==> src/rtl/fsc_pkg.sv <==
package fsc_pkg;
  localparam int PROT_WP = 7;
  localparam int PROT_OP = 6;
  localparam int PROT_RP = 5;
  localparam int PROT_SP = 3;

  localparam int ERR_PAR  = 1;
  localparam int ERR_LOCK = 3;
  localparam int ERR_RP   = 4;
  localparam int ERR_OP   = 5;
  localparam logic [7:0] ERR_MASK = 8'h3A;

  typedef enum logic [1:0] {
    LOC_ERR,
    LOC_PROT,
    LOC_ROW,
    LOC_NONE
  } loc_kind_e;
endpackage

==> src/rtl/fsc_loader.sv <==
module fsc_loader #(
  parameter int BANKS = 2,
  parameter int ROWS  = 32,
  localparam int BANK_W = $clog2(BANKS),
  localparam int ROW_W  = $clog2(ROWS),
  localparam int SLOT_W = $clog2(ROWS + 1)
) (
  input  logic              clk,
  input  logic              rst_n,
  input  logic              ld_valid,
  output logic              ld_ready,
  output logic              done,
  output logic              beat,
  output logic              beat_prot,
  output logic [BANK_W-1:0] beat_bank,
  output logic [ROW_W-1:0]  beat_row
);
  logic [BANK_W-1:0] bank_q;
  logic [SLOT_W-1:0] slot_q;
  logic              done_q;
  logic [SLOT_W-1:0] slot_m1;

  assign ld_ready  = !done_q;
  assign done      = done_q;
  assign beat      = ld_valid && !done_q;
  assign beat_prot = (slot_q == '0);
  assign beat_bank = bank_q;
  assign slot_m1   = slot_q - SLOT_W'(1);
  assign beat_row  = slot_m1[ROW_W-1:0];

  always_ff @(posedge clk or negedge rst_n) begin
    if (!rst_n) begin
      bank_q <= '0;
      slot_q <= '0;
      done_q <= 1'b0;
    end else if (beat) begin
      if (slot_q == SLOT_W'(ROWS)) begin
        slot_q <= '0;
        if (bank_q == BANK_W'(BANKS - 1)) done_q <= 1'b1;
        else bank_q <= bank_q + BANK_W'(1);
      end else begin
        slot_q <= slot_q + SLOT_W'(1);
      end
    end
  end
endmodule

==> src/rtl/fsc_bank_store.sv <==
module fsc_bank_store #(
  parameter int ROWS = 32,
  localparam int ROW_W = $clog2(ROWS)
) (
  input  logic             clk,
  input  logic             rst_n,
  input  logic             prot_we,
  input  logic             row_we,
  input  logic [ROW_W-1:0] wr_row,
  input  logic [7:0]       wr_data,
  input  logic             wr_par,
  input  logic [ROW_W-1:0] rd_row,
  output logic [7:0]       rd_data,
  output logic             rd_par,
  output logic [7:0]       prot
);
  logic [7:0] prot_q;
  logic [7:0] data_q [ROWS];
  logic       par_q  [ROWS];

  assign prot    = prot_q;
  assign rd_data = data_q[rd_row];
  assign rd_par  = par_q[rd_row];

  always_ff @(posedge clk or negedge rst_n) begin
    if (!rst_n) prot_q <= '0;
    else if (prot_we) prot_q <= wr_data;
  end

  for (genvar r = 0; r < ROWS; r++) begin : g_row
    always_ff @(posedge clk or negedge rst_n) begin
      if (!rst_n) begin
        data_q[r] <= '0;
        par_q[r]  <= 1'b0;
      end else if (row_we && wr_row == ROW_W'(r)) begin
        data_q[r] <= wr_data;
        par_q[r]  <= wr_par;
      end
    end
  end
endmodule

==> src/rtl/fsc_err_reg.sv <==
module fsc_err_reg
  import fsc_pkg::*;
(
  input  logic       clk,
  input  logic       rst_n,
  input  logic [7:0] set_vec,
  input  logic       clr_we,
  input  logic [7:0] clr_vec,
  output logic [7:0] err
);
  logic [7:0] err_q;
  logic [7:0] clr_eff;

  assign clr_eff = clr_we ? clr_vec : 8'h00;
  assign err     = err_q;

  always_ff @(posedge clk or negedge rst_n) begin
    if (!rst_n) err_q <= '0;
    else err_q <= ((err_q & ~clr_eff) | set_vec) & ERR_MASK;
  end
endmodule

==> src/rtl/fsc_shadow_cache.sv <==
module fsc_shadow_cache
  import fsc_pkg::*;
#(
  parameter int BANKS  = 2,
  parameter int ROWS   = 32,
  parameter int ADDR_W = 8,
  parameter int DATA_W = 32
) (
  input  logic              clk,
  input  logic              rst_n,
  input  logic              ld_valid,
  output logic              ld_ready,
  input  logic [7:0]        ld_data,
  input  logic              ld_par,
  input  logic              req_valid,
  output logic              req_ready,
  input  logic              req_write,
  input  logic [ADDR_W-1:0] req_addr,
  input  logic [DATA_W-1:0] req_wdata,
  output logic              rsp_valid,
  output logic [DATA_W-1:0] rsp_rdata
);
  localparam int ROW_W   = $clog2(ROWS);
  localparam int BANK_W  = $clog2(BANKS);
  localparam int ROW_BIT = ROW_W + BANK_W;

  logic              load_done, ld_beat, ld_is_prot;
  logic [BANK_W-1:0] ld_bank;
  logic [ROW_W-1:0]  ld_row;

  fsc_loader #(.BANKS(BANKS), .ROWS(ROWS)) u_loader (
    .clk(clk), .rst_n(rst_n), .ld_valid(ld_valid), .ld_ready(ld_ready),
    .done(load_done), .beat(ld_beat), .beat_prot(ld_is_prot),
    .beat_bank(ld_bank), .beat_row(ld_row)
  );

  logic              acc;
  loc_kind_e         kind;
  logic [BANK_W-1:0] sel_bank;
  logic [ROW_W-1:0]  sel_row;

  assign acc       = req_valid && req_ready;
  assign req_ready = load_done;
  assign sel_row   = req_addr[ROW_W-1:0];

  always_comb begin
    kind     = LOC_NONE;
    sel_bank = req_addr[BANK_W-1:0];
    if (req_addr == '0) begin
      kind = LOC_ERR;
    end else if ((req_addr >> ROW_BIT) == ADDR_W'(1)) begin
      kind     = LOC_ROW;
      sel_bank = req_addr[ROW_BIT-1:ROW_W];
    end else if (req_addr >= ADDR_W'(BANKS) && req_addr < ADDR_W'(2 * BANKS)) begin
      kind = LOC_PROT;
    end
  end

  logic [7:0] prot_v [BANKS];
  logic [7:0] data_v [BANKS];
  logic       par_v  [BANKS];
  logic       ov_we;
  logic [ROW_W-1:0] wr_row;
  logic [7:0]       wr_data;
  logic             wr_par;

  assign wr_row  = load_done ? sel_row : ld_row;
  assign wr_data = load_done ? req_wdata[7:0] : ld_data;
  assign wr_par  = load_done ? ^req_wdata[7:0] : ld_par;

  for (genvar b = 0; b < BANKS; b++) begin : g_bank
    logic prot_we_b, row_we_b;
    assign prot_we_b = ld_beat && ld_is_prot && ld_bank == BANK_W'(b);
    assign row_we_b  = (ld_beat && !ld_is_prot && ld_bank == BANK_W'(b)) ||
                       (ov_we && sel_bank == BANK_W'(b));
    fsc_bank_store #(.ROWS(ROWS)) u_store (
      .clk(clk), .rst_n(rst_n), .prot_we(prot_we_b), .row_we(row_we_b),
      .wr_row(wr_row), .wr_data(wr_data), .wr_par(wr_par), .rd_row(sel_row),
      .rd_data(data_v[b]), .rd_par(par_v[b]), .prot(prot_v[b])
    );
  end

  logic [7:0]        err_v;
  logic [7:0]        set_vec;
  logic              clr_we;
  logic [DATA_W-1:0] rd_word;
  logic [7:0]        cur_prot;

  assign cur_prot = prot_v[sel_bank];

  always_comb begin
    set_vec = '0;
    ov_we   = 1'b0;
    clr_we  = 1'b0;
    rd_word = '0;
    if (acc) begin
      unique case (kind)
        LOC_ERR: begin
          if (req_write) clr_we = 1'b1;
          else rd_word = DATA_W'(err_v);
        end
        LOC_PROT: begin
          if (req_write) set_vec[ERR_LOCK] = 1'b1;
          else rd_word = DATA_W'(cur_prot);
        end
        LOC_ROW: begin
          if (req_write) begin
            if (cur_prot[PROT_OP]) set_vec[ERR_OP] = 1'b1;
            else ov_we = 1'b1;
          end else if (cur_prot[PROT_RP]) begin
            set_vec[ERR_RP] = 1'b1;
          end else begin
            rd_word = DATA_W'(data_v[sel_bank]);
            if (^{data_v[sel_bank], par_v[sel_bank]}) set_vec[ERR_PAR] = 1'b1;
          end
        end
        default: begin
          if (req_write) set_vec[ERR_LOCK] = 1'b1;
        end
      endcase
    end
  end

  fsc_err_reg u_err (
    .clk(clk), .rst_n(rst_n), .set_vec(set_vec), .clr_we(clr_we),
    .clr_vec(req_wdata[7:0]), .err(err_v)
  );

  logic unused_wdata_hi;
  assign unused_wdata_hi = ^req_wdata[DATA_W-1:8];

  always_ff @(posedge clk or negedge rst_n) begin
    if (!rst_n) begin
      rsp_valid <= 1'b0;
      rsp_rdata <= '0;
    end else begin
      rsp_valid <= acc;
      rsp_rdata <= rd_word;
    end
  end
endmodule

==> config.mk <==
export PLATFORM = sky130hd
export DESIGN_NAME = fsc_shadow_cache
export DESIGN_NICKNAME = d
export VERILOG_FILES = /design/src/rtl/fsc_pkg.sv /design/src/rtl/fsc_loader.sv /design/src/rtl/fsc_bank_store.sv /design/src/rtl/fsc_err_reg.sv /design/src/rtl/fsc_shadow_cache.sv
export SDC_FILE = /design/constraint.sdc
export NUM_CORES = 1
export LEC_CHECK = 0
export BUFFER_PORTS_ARGS = -buffer_cell sky130_fd_sc_hd__clkbuf_2
export CAP_MARGIN = 15
export CORE_MARGIN = 10
export CORE_UTILIZATION = 45
export DETAILED_ROUTE_END_ITERATION = 8
export PLACE_DENSITY = 0.61
export RECOVER_POWER = 25
export SLEW_MARGIN = 20
export SYNTH_ARGS = -nofsm -noshare
export SYNTH_HDL_FRONTEND = slang
export SYNTH_HIERARCHICAL = 1
export SYNTH_SLANG_ARGS = --single-unit
==> constraint.sdc <==
create_clock -name clk -period 3.4 [get_ports clk]
set_input_delay 0.17 -clock clk [delete_from_list [all_inputs] [get_ports clk]]
set_output_delay 0.17 -clock clk [all_outputs]
set_load 0.01 [all_outputs]
==> results by group <==
Worst setup path
  • CP arrival: 3.68 ns
  • Buf/Inv on CP: 3
  • CP Class: reg2reg
  • Slowest stage delay, CP: 0.45 ns
  • Worst path top cell family by delay: simple AND/OR/NAND/NOR gates
  • CP endpoint kind: register
  • CP max FO: 9
  • R2R depth: 11
  • Setup crit start kind: register
  • Critical Path Stages: 11
  • Crit-path slowest cell: dfrtp_1
  • Crit-path cells: inv_1 > ha_1 > nor4b_4 > and2_1 > nand2b_1 > o21ai_0 > buf_4 > nor4bb_1 > buf_4 > nand2_1 > mux2_2
  • Crit path top cell by count: buf_4
  • Required @ worst endpoint: 3.87 ns

Timing
  • Minimum clock period after layout: 3.22 ns
  • Final period utilization: 94.6%
  • Hold Vio Cnt, Final: 0
  • Max-slew headroom: -45.2%
  • FMAX: 311 MHz
  • Unrepaired setup endpoints after global routing: true
  • Final setup margin: 0.183 ns
  • Worst clock skew: 0.0220 ns
  • Final setup viols: 0
  • Pins Over Slew Limit: 75
  • Tightest Pin Transition: 2.18 ns

Floorplan
  • Io pins: 89
  • Die Ht: 274 microns
  • Die width: 274 microns
  • Std cell rows: 92
  • Die area: 0.0750 sq mm
  • Initial Util: 45.7%
  • Core area: 0.0634 sq mm

Detailed routing
  • DRT antenna net count: 0
  • First-pass DRT Iterations: 5
  • Vias: 16,300
  • WL/cell: 25.3 microns
  • Vias/cell: 5.77
  • # DRC: 0
  • Initial DRC count: 951
  • Post-Route WL: 71,700 microns

Power and ir drop
  • Pleak: 15.3 nW
  • Flop pwr share: 43.3%
  • P_int: 18.1 mW
  • PwrDens: 771 mW/mm^2
  • Worst vdd ir: 0.421 mV
  • Comb pwr share: 27.8%
  • Sw power: 7.35 mW
  • Clock power frac: 28.9%
  • Sw Share: 28.9%

Placement
  • Placed cell areas: 0.0307 sq mm
  • # port buffers: 40
  • DPL Wire Length: 46,200 microns
  • Placement Setup Slack: -0.00175 ns
  • RePlAce Congestion: 0.798
  • Placed cells: 2,704

Final layout
  • Most common cell after layout, fill and taps aside: mux2_2
  • Layout cells sized above 1: 54.7%
  • FILL cells: 5,241
  • Layout Nets: 1,992
  • Most frequent cells in the layout: 621 x mux2_2, 613 x dfrtp_1, 180 x mux4_2, 100 x buf_4, 70 x clkbuf_16
  • Area growth, synth to finish: 13.7%
  • Ant diodes: 0
  • Final Instance Area: 0.0330 sq mm
  • Final Non-Filler Cells: 2,828

CTS
  • Clock sinks: 613
  • Clock transition at the registers of the reported paths: 0.06 ns
  • Cts bufs inserted: 68
  • H-tree lvl count: 3
  • CTS tree: yes
  • Clock latency on the worst-skew pair: 0.60 ns
  • Clk root buf: clkbuf_16
  • Clk buf depth: 3

Synthesis
  • Primary FF master, synth: dfrtp_1
  • Mean post-synth cell area: 15.8 sq um
  • Unique masters post-synth: 61
  • Yosys reg bits: 613
  • Number of synthesized flops with an enable pin: 0
  • Synth Instances: 1,838
  • Syn Std Cell Area: 0.0290 sq mm
  • Async S/R FF share, synth: 100%
  • Seq/Total Area, Yosys: 52.9%
  • YS warnings: 6

GRT
  • Largest net degree at the start of global routing: 89
  • First-pass GRT wire length: 111,000 microns
  • Vias in the first global route: 17,400
  • Gr ovfl total: 0
  • GRT Overall Usage: 19.5%
  • Initial antenna violation count: 2

Status
  • Failing checks: max-capacitance violations, max-slew violations
  • Status: finished, violations left

Min path
  • Hold Path Depth: 4
  • Hold Path Class: in2reg

Run
  • Max Cap Viol: 1
-- Yosys cell counts, types with 7 or more instances --
cell	n	area, sq um
xnor2_1	23	201
buf_1	8	30.0
nor2b_1	10	62.6
nand2_1	37	139
clkbuf_1	97	364
mux2i_1	11	110
buf_4	44	330
buf_2	9	45.0
nand3b_1	17	128
mux4_2	180	4050
o21a_1	8	60.1
nand3_1	7	35.0
nor2_1	40	150
a31oi_1	7	43.8
nand2b_1	7	43.8
inv_1	9	33.8
mux2_2	623	7020
dfrtp_1	613	15300
-- metrics by stage --
step	total power [mW]	util, %	setup TNS (ns)	hold WS (ns)
2_1_floorplan	15.8	-	0	-0.126
3_3_place_gp	17.8	48.3	-0.0461	0.208
3_5_place_dp	18.2	48.4	-0.00175	0.218
4_1_cts	25.6	52.0	0	0.0494
5_1_grt	26.7	52.0	-0.518	0.0922
6_report	25.4	52.0	0	0.0964
-- per-layer routing --
layer,global-route usage [%],part of all wire [%]
met1,27.1,45
met2,31.0,48
met3,2.99,4.2
met4,5.90,2.3
met5,0,0
-- registers in the layout, indices dropped and copies added (netlist names) --
register and cells:
g_bank.u_store/data_q 512, g_bank.u_store/par_q 64, g_bank.u_store/prot 16, rsp_rdata 8, rsp_valid 1, u_err/err 4, u_loader/beat_bank 1, u_loader/done 1
u_loader/slot_q 6
-- power groups by stage --
stage / registers (mW) / clock network (mW) / logic [mW]
floorplan: 10.7 / 0 / 5.11
global placement: 11.0 / 0 / 6.89
detailed placement: 11.1 / 0 / 7.08
CTS: 11.0 / 7.52 / 7.11
global route: 11.3 / 7.82 / 7.57
finish: 11.0 / 7.35 / 7.07
-- area by class of cell --
type / count / area [sq um] / share of cell area (%)
clock buffers: 111 / 2130 / 6.45
clock inverters: 6 / 116 / 0.353
inverters: 10 / 37.5 / 0.114
multi-input cells: 1078 / 12900 / 39.2
flip-flops and latches: 613 / 15300 / 46.5
well taps: 846 / 1060 / 3.21
repair buffers: 164 / 1360 / 4.11
-- repair_timing --
action	CTS	global route
endpoints found under the hold margin	78	0
buffers inserted	0	0
hold buffers	7	0
resized for setup	0	5
setup endpoints to repair	0	58
-- cells by family after synthesis --
logic type	count (synthesis)	share of synthesized area, %
simple gates	172	3.64
xor+xnor	26	0.786
mux	815	38.6
compound gates	34	0.889
other cells	2	0.0259
buf+inv	173	2.98
flops	613	52.9
fa+ha+maj	3	0.129
-- final timing paths --
check	from	end	slack, ns
worst max-delay path	u_loader/slot_q[0]	g_bank[0].u_store/data_q[218]	0.18
worst min-delay path	req_write	rsp_rdata[7]	0.1
worst max register to register	u_loader/slot_q[0]	g_bank[0].u_store/data_q[218]	0.18
worst min register to register	u_err/err[1]	u_err/err[1]	0.49
max in group asynchronous	rst_n	g_bank[0].u_store/data_q[112]	0.62
min in group asynchronous	rst_n	g_bank[1].u_store/par_q[23]	0.73
-- worst min-delay path, stage by stage --
cell	delay, ns
clkbuf_2	0.10
nand2b_4	0.18
a21oi_4	0.08
o21a_1	0.11
(Power assumes the default switching activity.)
